===== src/rtl/pix_pkg.sv =====
`timescale 1ns/1ps
package pix_pkg;
  typedef enum logic [2:0] {
    ST_IDLE, ST_READ, ST_CMP, ST_WRITE, ST_RESP
  } pix_state_e;

  typedef struct packed {
    logic       gm2;
    logic       bml_addr;
    logic       rd_back;
    logic       no_wr;
    logic       cmp_en;
    logic       cmp_eq;
    logic [1:0] ref_pix;
    logic [1:0] new_pix;
  } pix_cmd_t;

  function automatic pix_cmd_t decode_cmd(input logic [15:0] w);
    pix_cmd_t c;
    c.gm2      = w[15];
    c.bml_addr = w[14];
    c.rd_back  = w[11];
    c.no_wr    = w[10];
    c.cmp_en   = w[9];
    c.cmp_eq   = w[8];
    c.ref_pix  = w[5:4];
    c.new_pix  = w[1:0];
    return c;
  endfunction
endpackage


===== src/rtl/pix_addr_calc.sv =====
`timescale 1ns/1ps
module pix_addr_calc #(
  parameter int ADDR_W    = 14,
  parameter int BML_BASE  = 0,
  parameter int BML_WIDTH = 256
) (
  input  logic [15:0]       xy,
  output logic [ADDR_W-1:0] bml_addr,
  output logic [ADDR_W-1:0] gm2_addr,
  output logic [1:0]        lane
);
  localparam int ROW_BYTES = BML_WIDTH / 4;
  localparam bit ROW_POW2  = (ROW_BYTES & (ROW_BYTES - 1)) == 0;
  localparam int ROW_SHIFT = $clog2(ROW_BYTES);

  logic [7:0]  px, py;
  logic [31:0] row_off;
  logic [31:0] sum;

  assign px = xy[15:8];
  assign py = xy[7:0];

  generate
    if (ROW_POW2) begin : g_shift
      assign row_off = 32'(py) << ROW_SHIFT;
    end else begin : g_mult
      assign row_off = 32'(py) * 32'(ROW_BYTES);
    end
  endgenerate

  assign sum      = 32'(BML_BASE) + row_off + 32'(px[7:2]);
  assign bml_addr = sum[ADDR_W-1:0];
  assign gm2_addr = ADDR_W'({py[7:3], px[7:3], py[2:0]});
  assign lane     = px[1:0];
endmodule


===== src/rtl/pix_merge.sv =====
`timescale 1ns/1ps
module pix_merge (
  input  logic [7:0] old_byte,
  input  logic [1:0] lane,
  input  logic       no_wr,
  input  logic       cmp_en,
  input  logic       cmp_eq,
  input  logic [1:0] ref_pix,
  input  logic [1:0] new_pix,
  output logic       do_write,
  output logic [7:0] new_byte,
  output logic [1:0] after_pix
);
  logic [1:0] lane_pix [4];
  logic [1:0] old_pix;
  logic       match;

  genvar i;
  generate
    for (i = 0; i < 4; i++) begin : g_lane
      assign lane_pix[i] = old_byte[7-2*i -: 2];
      assign new_byte[7-2*i -: 2] =
        (do_write && lane == 2'(i)) ? new_pix : lane_pix[i];
    end
  endgenerate

  assign old_pix   = lane_pix[lane];
  assign match     = (old_pix == ref_pix);
  assign do_write  = !no_wr && (!cmp_en || (cmp_eq ? match : !match));
  assign after_pix = do_write ? new_pix : old_pix;
endmodule


===== src/rtl/pix_rmw_unit.sv =====
`timescale 1ns/1ps
module pix_rmw_unit #(
  parameter int ADDR_W    = 14,
  parameter int BML_BASE  = 0,
  parameter int BML_WIDTH = 256
) (
  input  logic              clk,
  input  logic              rst_n,
  input  logic              cmd_valid,
  output logic              cmd_ready,
  input  logic [15:0]       cmd_xy,
  input  logic [15:0]       cmd_word,
  output logic              res_valid,
  input  logic              res_ready,
  output logic [15:0]       res_data,
  output logic              mem_rd_en,
  output logic              mem_wr_en,
  output logic [ADDR_W-1:0] mem_addr,
  output logic [7:0]        mem_wdata,
  input  logic [7:0]        mem_rdata
);
  import pix_pkg::*;

  pix_state_e        state;
  pix_cmd_t          dec_in, dec_q;
  logic [15:0]       cmd_q;
  logic [ADDR_W-1:0] addr_q;
  logic [1:0]        lane_q;
  logic [15:0]       res_q;
  logic [7:0]        wbyte_q;

  logic [ADDR_W-1:0] bml_addr, gm2_addr;
  logic [1:0]        lane;
  logic              do_write;
  logic [7:0]        new_byte;
  logic [1:0]        after_pix;

  assign dec_in = decode_cmd(cmd_word);
  assign dec_q  = decode_cmd(cmd_q);

  pix_addr_calc #(
    .ADDR_W(ADDR_W), .BML_BASE(BML_BASE), .BML_WIDTH(BML_WIDTH)
  ) i_addr (
    .xy(cmd_xy), .bml_addr(bml_addr), .gm2_addr(gm2_addr), .lane(lane)
  );

  pix_merge i_merge (
    .old_byte(mem_rdata), .lane(lane_q), .no_wr(dec_q.no_wr),
    .cmp_en(dec_q.cmp_en), .cmp_eq(dec_q.cmp_eq), .ref_pix(dec_q.ref_pix),
    .new_pix(dec_q.new_pix), .do_write(do_write), .new_byte(new_byte),
    .after_pix(after_pix)
  );

  always_ff @(posedge clk) begin
    if (!rst_n) begin
      state   <= ST_IDLE;
      cmd_q   <= '0;
      addr_q  <= '0;
      lane_q  <= '0;
      res_q   <= '0;
      wbyte_q <= '0;
    end else begin
      case (state)
        ST_IDLE: if (cmd_valid) begin
          cmd_q  <= cmd_word;
          addr_q <= bml_addr;
          lane_q <= lane;
          if (dec_in.gm2) begin
            res_q <= 16'(gm2_addr);
            state <= ST_RESP;
          end else if (dec_in.bml_addr) begin
            res_q <= 16'(bml_addr);
            state <= ST_RESP;
          end else begin
            state <= ST_READ;
          end
        end
        ST_READ: state <= ST_CMP;
        ST_CMP: begin
          wbyte_q <= new_byte;
          res_q   <= {cmd_q[15:2], dec_q.rd_back ? after_pix : cmd_q[1:0]};
          state   <= do_write ? ST_WRITE : ST_RESP;
        end
        ST_WRITE: state <= ST_RESP;
        ST_RESP: if (res_ready) state <= ST_IDLE;
        default: state <= ST_IDLE;
      endcase
    end
  end

  assign cmd_ready = (state == ST_IDLE);
  assign res_valid = (state == ST_RESP);
  assign res_data  = res_q;
  assign mem_rd_en = (state == ST_READ);
  assign mem_wr_en = (state == ST_WRITE);
  assign mem_addr  = addr_q;
  assign mem_wdata = wbyte_q;
endmodule


===== config.mk =====
export PLATFORM = sky130hd
export DESIGN_NAME = pix_rmw_unit
export DESIGN_NICKNAME = d
export VERILOG_FILES = /design/src/rtl/pix_pkg.sv /design/src/rtl/pix_addr_calc.sv /design/src/rtl/pix_merge.sv /design/src/rtl/pix_rmw_unit.sv
export SDC_FILE = /design/constraint.sdc
export NUM_CORES = 1
export LEC_CHECK = 0
export BUFFER_PORTS_ARGS = -buffer_cell sky130_fd_sc_hd__buf_2
export CAP_MARGIN = 20
export CORE_MARGIN = 3
export CORE_UTILIZATION = 42
export CTS_CLUSTER_DIAMETER = 100
export DETAILED_ROUTE_END_ITERATION = 8
export HOLD_SLACK_MARGIN = 0.06
export PLACE_DENSITY = 0.67
export SYNTH_ARGS = -nofsm -noshare
export SYNTH_HDL_FRONTEND = slang
export SYNTH_SLANG_ARGS = --single-unit
export TNS_END_PERCENT = 1

===== constraint.sdc =====
create_clock -name clk -period 2.6 [get_ports clk]
set_input_delay 0 -clock clk [delete_from_list [all_inputs] [get_ports clk]]
set_output_delay 0 -clock clk [all_outputs]
set_load 0.02 [all_outputs]

# After elaboration in Yosys (flattened, before gate mapping)
# Index checks and enable logic that the tools add are counted.
# word_totals
in_bits	44
output_inout_bits	42
register_bits	59
# op_classes
n_lt_le_gt_ge	1
n_eq_ne	11
reduce_logical	15
n_mux	20
add_sub_neg	1
n_bitwise	1
# op_table
op	n
2-to-1 mux 16 bit	3
case mux 16 bit (2 select lines)	1
2-to-1 mux 2 bit	8
2-to-1 mux 3 bit	5
case mux 3 bit (5 select lines)	1
adder 14 x 6 -> 14 bit	1
equality test 3 x 2 -> 1 bit, second input constant	2
logical AND 1 bit	5
binary-select mux 2 bit (select 2 bit)	1
equality test 2 bit, second input constant	2
AND reduction 2 bit	2
equality test 3 x 1 -> 1 bit, second input constant	1
equality test 3 bit, second input constant	1
>= comparator 3 bit, second input constant	1
logical NOT 1 bit	3
logical NOT 3 bit	1
inequality test 3 x 1 -> 1 bit, second input constant	1
NOT 2 -> 3 bit	1
AND reduction 3 bit	1
equality test 2 x 1 -> 1 bit, second input constant	1
equality test 2 bit	1
logical NOT 2 bit	1
inequality test 2 x 1 -> 1 bit, second input constant	1
inequality test 2 bit, second input constant	1
other kinds (3)	3

# Longest topological paths before layout
# depth
ltp_word	12
ltp_mapped	7
depth_no_buf	5

# Hierarchy
# Synthesis repeated with hierarchy kept, for this count alone.
# hier_totals
hier_cells	375
hier_area_um2	3213.1
# modules_own_cells
mod	area_each_um2	cells_each	n_inst	seq_area_each_um2
pix_rmw_unit	2672.6	308	1	1181.1
pix_merge	311.5	36	1	0.0
pix_addr_calc	229.0	31	1	0.0

# Least setup slack after synthesis
# Ideal clock, no wire load.
# synth_timing
path_type	reg-to-reg
from	reg state[1]
to	reg cmd_q[4]
setup_slack_ns	0.571
setup_time_ns	0.076
arrival_time_ns	1.954
path_stages_with_launch	8
period_less_slack_ns	2.029
cell_sequence	dfxtp_1 -> clkbuf_1 -> nor3_1 -> and2_1 -> clkbuf_1 -> clkbuf_1 -> nand2_1 -> a21boi_0
# synth_via
elab_chain_len	2
# synth_rtl
item	line	text
from (decl)	pix_rmw_unit.sv:24	pix_state_e state;
from (signal assigned)	pix_rmw_unit.sv:82	state <= do_write ? ST_WRITE : ST_RESP;
logical NOT 3 bit	n/a	
net cmd_ready	pix_rmw_unit.sv:10	output logic cmd_ready,
AND reduction 2 bit (no source line)	n/a	
to (signal assigned)	pix_rmw_unit.sv:65	cmd_q <= cmd_word;
to (decl)	pix_rmw_unit.sv:26	logic [15:0] cmd_q;
# The timed path passes the listed nets, and every way through them passes these cells.
# A chain may end at the register's enable or synchronous reset.

# Final worst setup path
# layout_timing
from	reg lane_q[0]
to	reg wbyte_q[3], in the netlist mem_wdata[3]
# layout_via
elab_chain_len	11
elab_cells_between_ends	12
# layout_rtl
item	line	text
from (decl)	pix_rmw_unit.sv:28	logic [1:0] lane_q;
from (signal assigned)	pix_rmw_unit.sv:67	lane_q <= lane;
NOT 2 -> 3 bit (implied by the code)	pix_merge.sv:27	assign old_pix = lane_pix[lane];
binary-select mux 2 bit (select 2 bit)	pix_merge.sv:27	
2-to-1 mux 2 bit (implied by the code) (2 in a row)	pix_merge.sv:27	
equality test 2 bit	pix_merge.sv:28	assign match = (old_pix == ref_pix);
logical NOT 1 bit	pix_merge.sv:29	assign do_write = !no_wr && (!cmp_en || (cmp_eq ? match : !match));
2-to-1 mux 1 bit	pix_merge.sv:29	
logical OR 1 bit	pix_merge.sv:29	
logical AND 1 bit	pix_merge.sv:29	
logical AND 1 bit *	pix_merge.sv:23	(do_write && lane == 2'(i)) ? new_pix : lane_pix[i];
2-to-1 mux 2 bit *	pix_merge.sv:23	
to (signal assigned)	pix_rmw_unit.sv:80	wbyte_q <= new_byte;
to (decl)	pix_rmw_unit.sv:30	logic [7:0] wbyte_q;
# Mark *: on every way between the ends. The rest lies on a longest branch, timed or not. The select of a mux whose other input is x is not followed.

==> flow_summary.toml <==
[route]
wl_met2_um = 3890
drtIter0Drc = 182
drc = 0
met3WireLength_um = 373
wl_per_cell_um = 14.9
ant_nets = 0
num_vias = 2861
routed_wl_um = 8360
drt-met1-wl_um = 3920
viasPerCell = 5.08
drtPass1Iterations = 4
topRoutingLayerUsed = "met4"

[clock_network]
clk_pin_slew_ns = 0.06
clk_latency_ns = 0.34
ctsHoldBuffers = 40
cts_tree = "yes"
root_buffer = "clkbuf_8"
post_cts_resized = 0
cts_sinks = 59
cts_buffers = 9
h-tree-depth = 3
max-clock-path-buffers = 2
cts_setup_buffers = 0

[timing]
rsz0062_at_grt = "no"
fin_crit_ns = 2.37
hold_ws_ns = 0.178
hold_violations = 0
setup_violations = 0
clock.fmax_mhz = 423
setup_tns_ns = 0
min_period_over_period_pct = 91.0
skew_ns = 0.00413
slew_violations = 0
relSlewSlack_pct = 47.5
worst_pin_slew_ns = 0.778

[flow_run]
drv_cap = 0

[yosys]
synth_top_family_by_area = "simple AND/OR/NAND/NOR gates"
synth_edf_count = 0
synth_most_common_cell = "nand2_1"
synth_common_cells = "nand2_1 (93), dfxtp_1 (59), a21boi_0 (43)"
yosys_register_bits = 59
netlist_area_um2 = 2940
yosysSeqAreaShare_pct = 40.2
synthDistinctLibCells = 45
synth_top_area_share_pct = 40.2
synth.avg_cell_area_um2 = 8.39
synth.largest_area_cell = "dfxtp_1"
syn_inst = 350
synth_ff_type = "dfxtp_1"
ys_async_sr_fraction_pct = 0
synthSimpleGateAreaFrac_pct = 24.7
yosys.area_share.adder_pct = 0
synth_compound_area_share_pct = 21.7
synth_area_leaders = "dfxtp_1 (40%), nand2_1 (12%), a21boi_0 (11%)"
synthesis.nets = 394
synthMuxAreaShare_pct = 6.73
synthXorXnorAreaFrac_pct = 2.09
yosysWarnings = 0

[global_route]
antenna_found_initial = 0
grt_start_max_net_pins = 39
grt.overflow.total = 0
grt_util_all_layers_pct = 21.9
grt_pass1_wl_um = 13200
grt_pass1_vias = 2710

[placement]
dp_hpwl_um = 5650
port_buffers = 85
gp_congestion = 0.859

[worst_hold_path]
worst_hold_path.endpoint = "cmd_q[15]$_SDFFE_PN0P_"
worstHoldPathType = "in2reg"
min-delay-start = "cmd_word[15]"
worstHoldPathCells = 4

[cells_and_area]
drive_above_1_share_pct = 26.2
syn2layout_area_growth_pct = 35.5
n_antenna_cell = 0
nets = 509

[floorplanning]
start_util_pct = 44.7
die_area_um2 = 8030
row_count = 29
fp.dieH_um = 89.6
core-area_um2 = 6570
die_w_um = 89.6
ioPinCount = 86

[pwr]
peakVddDrop_mv = 0.300
p_per_area_nw_per_um2 = 551
p_leak_nw = 1.72

[setup_path]
cp-start-kind = "register"
crit_type = "reg2reg"
crit_arrival_ns = 2.61
rrSetupSlack_ns = 0.23
cp_max_fo = 15
required_ns = 2.84
reg2reg_to = "mem_wdata[3]$_SDFFE_PN0P_"
reg2regPathDepth = 6
r2r_start = "lane_q[0]$_SDFFE_PN0P_"
end_kind = "register"

[status]
outcome = "complete, no violations"
[metal layers]
metal	vias to the layer above	global-route usage [%]
met4	0	8.66
met1	1317	30.0
met5	-	0
met3	15	5.29
li1	1456	-
met2	73	33.0
[layout by cell type, fill, tap and decap left out, types with 2 or more instances in the layout]
cell           synthesis  routed
dfxtp_1               59      59
nand3_1                7       7
o311ai_0               3       3
mux2i_1               13      13
and3_1                 2       2
clkbuf_1              24       3
or3_1                  4       4
dlygate4sd3_1          0      40
a21boi_0              43      43
a211oi_1               6       6
a22oi_1                2       2
a211oi_2               2       2
buf_4                  0       7
o211ai_1              10      10
buf_2                  0      85
nor2_1                16      16
clkinv_2               0       2
nor3_1                 3       3
or4_1                  2       2
or2b_2                 2       2
nor2b_1                3       3
clkbuf_8               1      11
o21a_1                 3       3
mux4_2                 2       2
o21ai_0               10      10
a21oi_1                3       3
nand2_1               93      93
or3b_2                 2       2
and2_1                 2       2
nor4_1                 7       7
mux2_2                 2       2
nand3b_1               4       4
xor2_1                 2       2
[through the flow]
| step | area [um^2] | setup slack [ns] | power (mW) | utilization [%] | cells |
|---|---|---|---|---|---|
| after floorplan | 2940 | 0.571 | 1.29 | - | 350 |
| after global placement | 3410 | 0.341 | 1.42 | 51.9 | 507 |
| after detailed placement | 3410 | 0.250 | 1.43 | 51.9 | 507 |
| after CTS | 3980 | 0.233 | 2.20 | 60.6 | 563 |
| after global routing | 3980 | 0.0899 | 2.31 | 60.6 | 563 |
| final | 3980 | 0.234 | 2.19 | 60.6 | 563 |
[critical path, cell delays in order (launching register included)]
cell	delay, ns
dfxtp_1	0.45
mux4_2	0.63
xor2_1	0.31
nor4b_4	0.07
buf_4	0.20
or3_1	0.38
a211oi_1	0.23
[logic make-up (layout without fill, tap and decap cells)]
| logic type | after synthesis | in the layout |
|---|---|---|
| xor+xnor | 4 | 4 |
| flops | 59 | 59 |
| mux | 17 | 17 |
| compound gates | 87 | 87 |
| simple gates | 154 | 154 |
| buf+inv | 29 | 149 |
[power by group]
group / internal [mW] / total [mW] / switching, mW
logic: 0.197 / 0.448 / 0.252
registers: 0.963 / 1.01 / 0.0489
clock network: 0.396 / 0.732 / 0.337
[state kept, by name, indices dropped and copies added, names as in the netlist]
register   cells
cmd_q         16
res_data      16
mem_addr      14
mem_wdata      8
state          3
lane_q         2
[how the worst max path moves through the flow]
stage	start	endpoint	slack (ns)	depth (start not counted)
after floorplan	state[1]$_SDFFE_PN0P_	cmd_q[4]$_SDFFE_PN0P_	0.57	7
after global placement	lane_q[0]$_SDFFE_PN0P_	mem_wdata[5]$_SDFFE_PN0P_	0.34	6
after detailed placement	lane_q[0]$_SDFFE_PN0P_	mem_wdata[1]$_SDFFE_PN0P_	0.25	6
after CTS	lane_q[0]$_SDFFE_PN0P_	mem_wdata[3]$_SDFFE_PN0P_	0.23	6
after global routing	lane_q[0]$_SDFFE_PN0P_	mem_wdata[0]$_SDFFE_PN0P_	0.09	6
final	lane_q[0]$_SDFFE_PN0P_	mem_wdata[3]$_SDFFE_PN0P_	0.23	6
[final cells by class]
| class | count | area (um^2) |
|---|---|---|
| repair buffers | 132 | 878 |
| clock inverters | 2 | 10.0 |
| well taps | 93 | 116 |
| fillers | 591 | 2590 |
| inverters | 1 | 3.75 |
| flip-flops and latches | 59 | 1180 |
| multi-input cells | 262 | 1630 |
| clock buffers | 14 | 163 |
No activity file was read; power rests on OpenSTA's default activity.
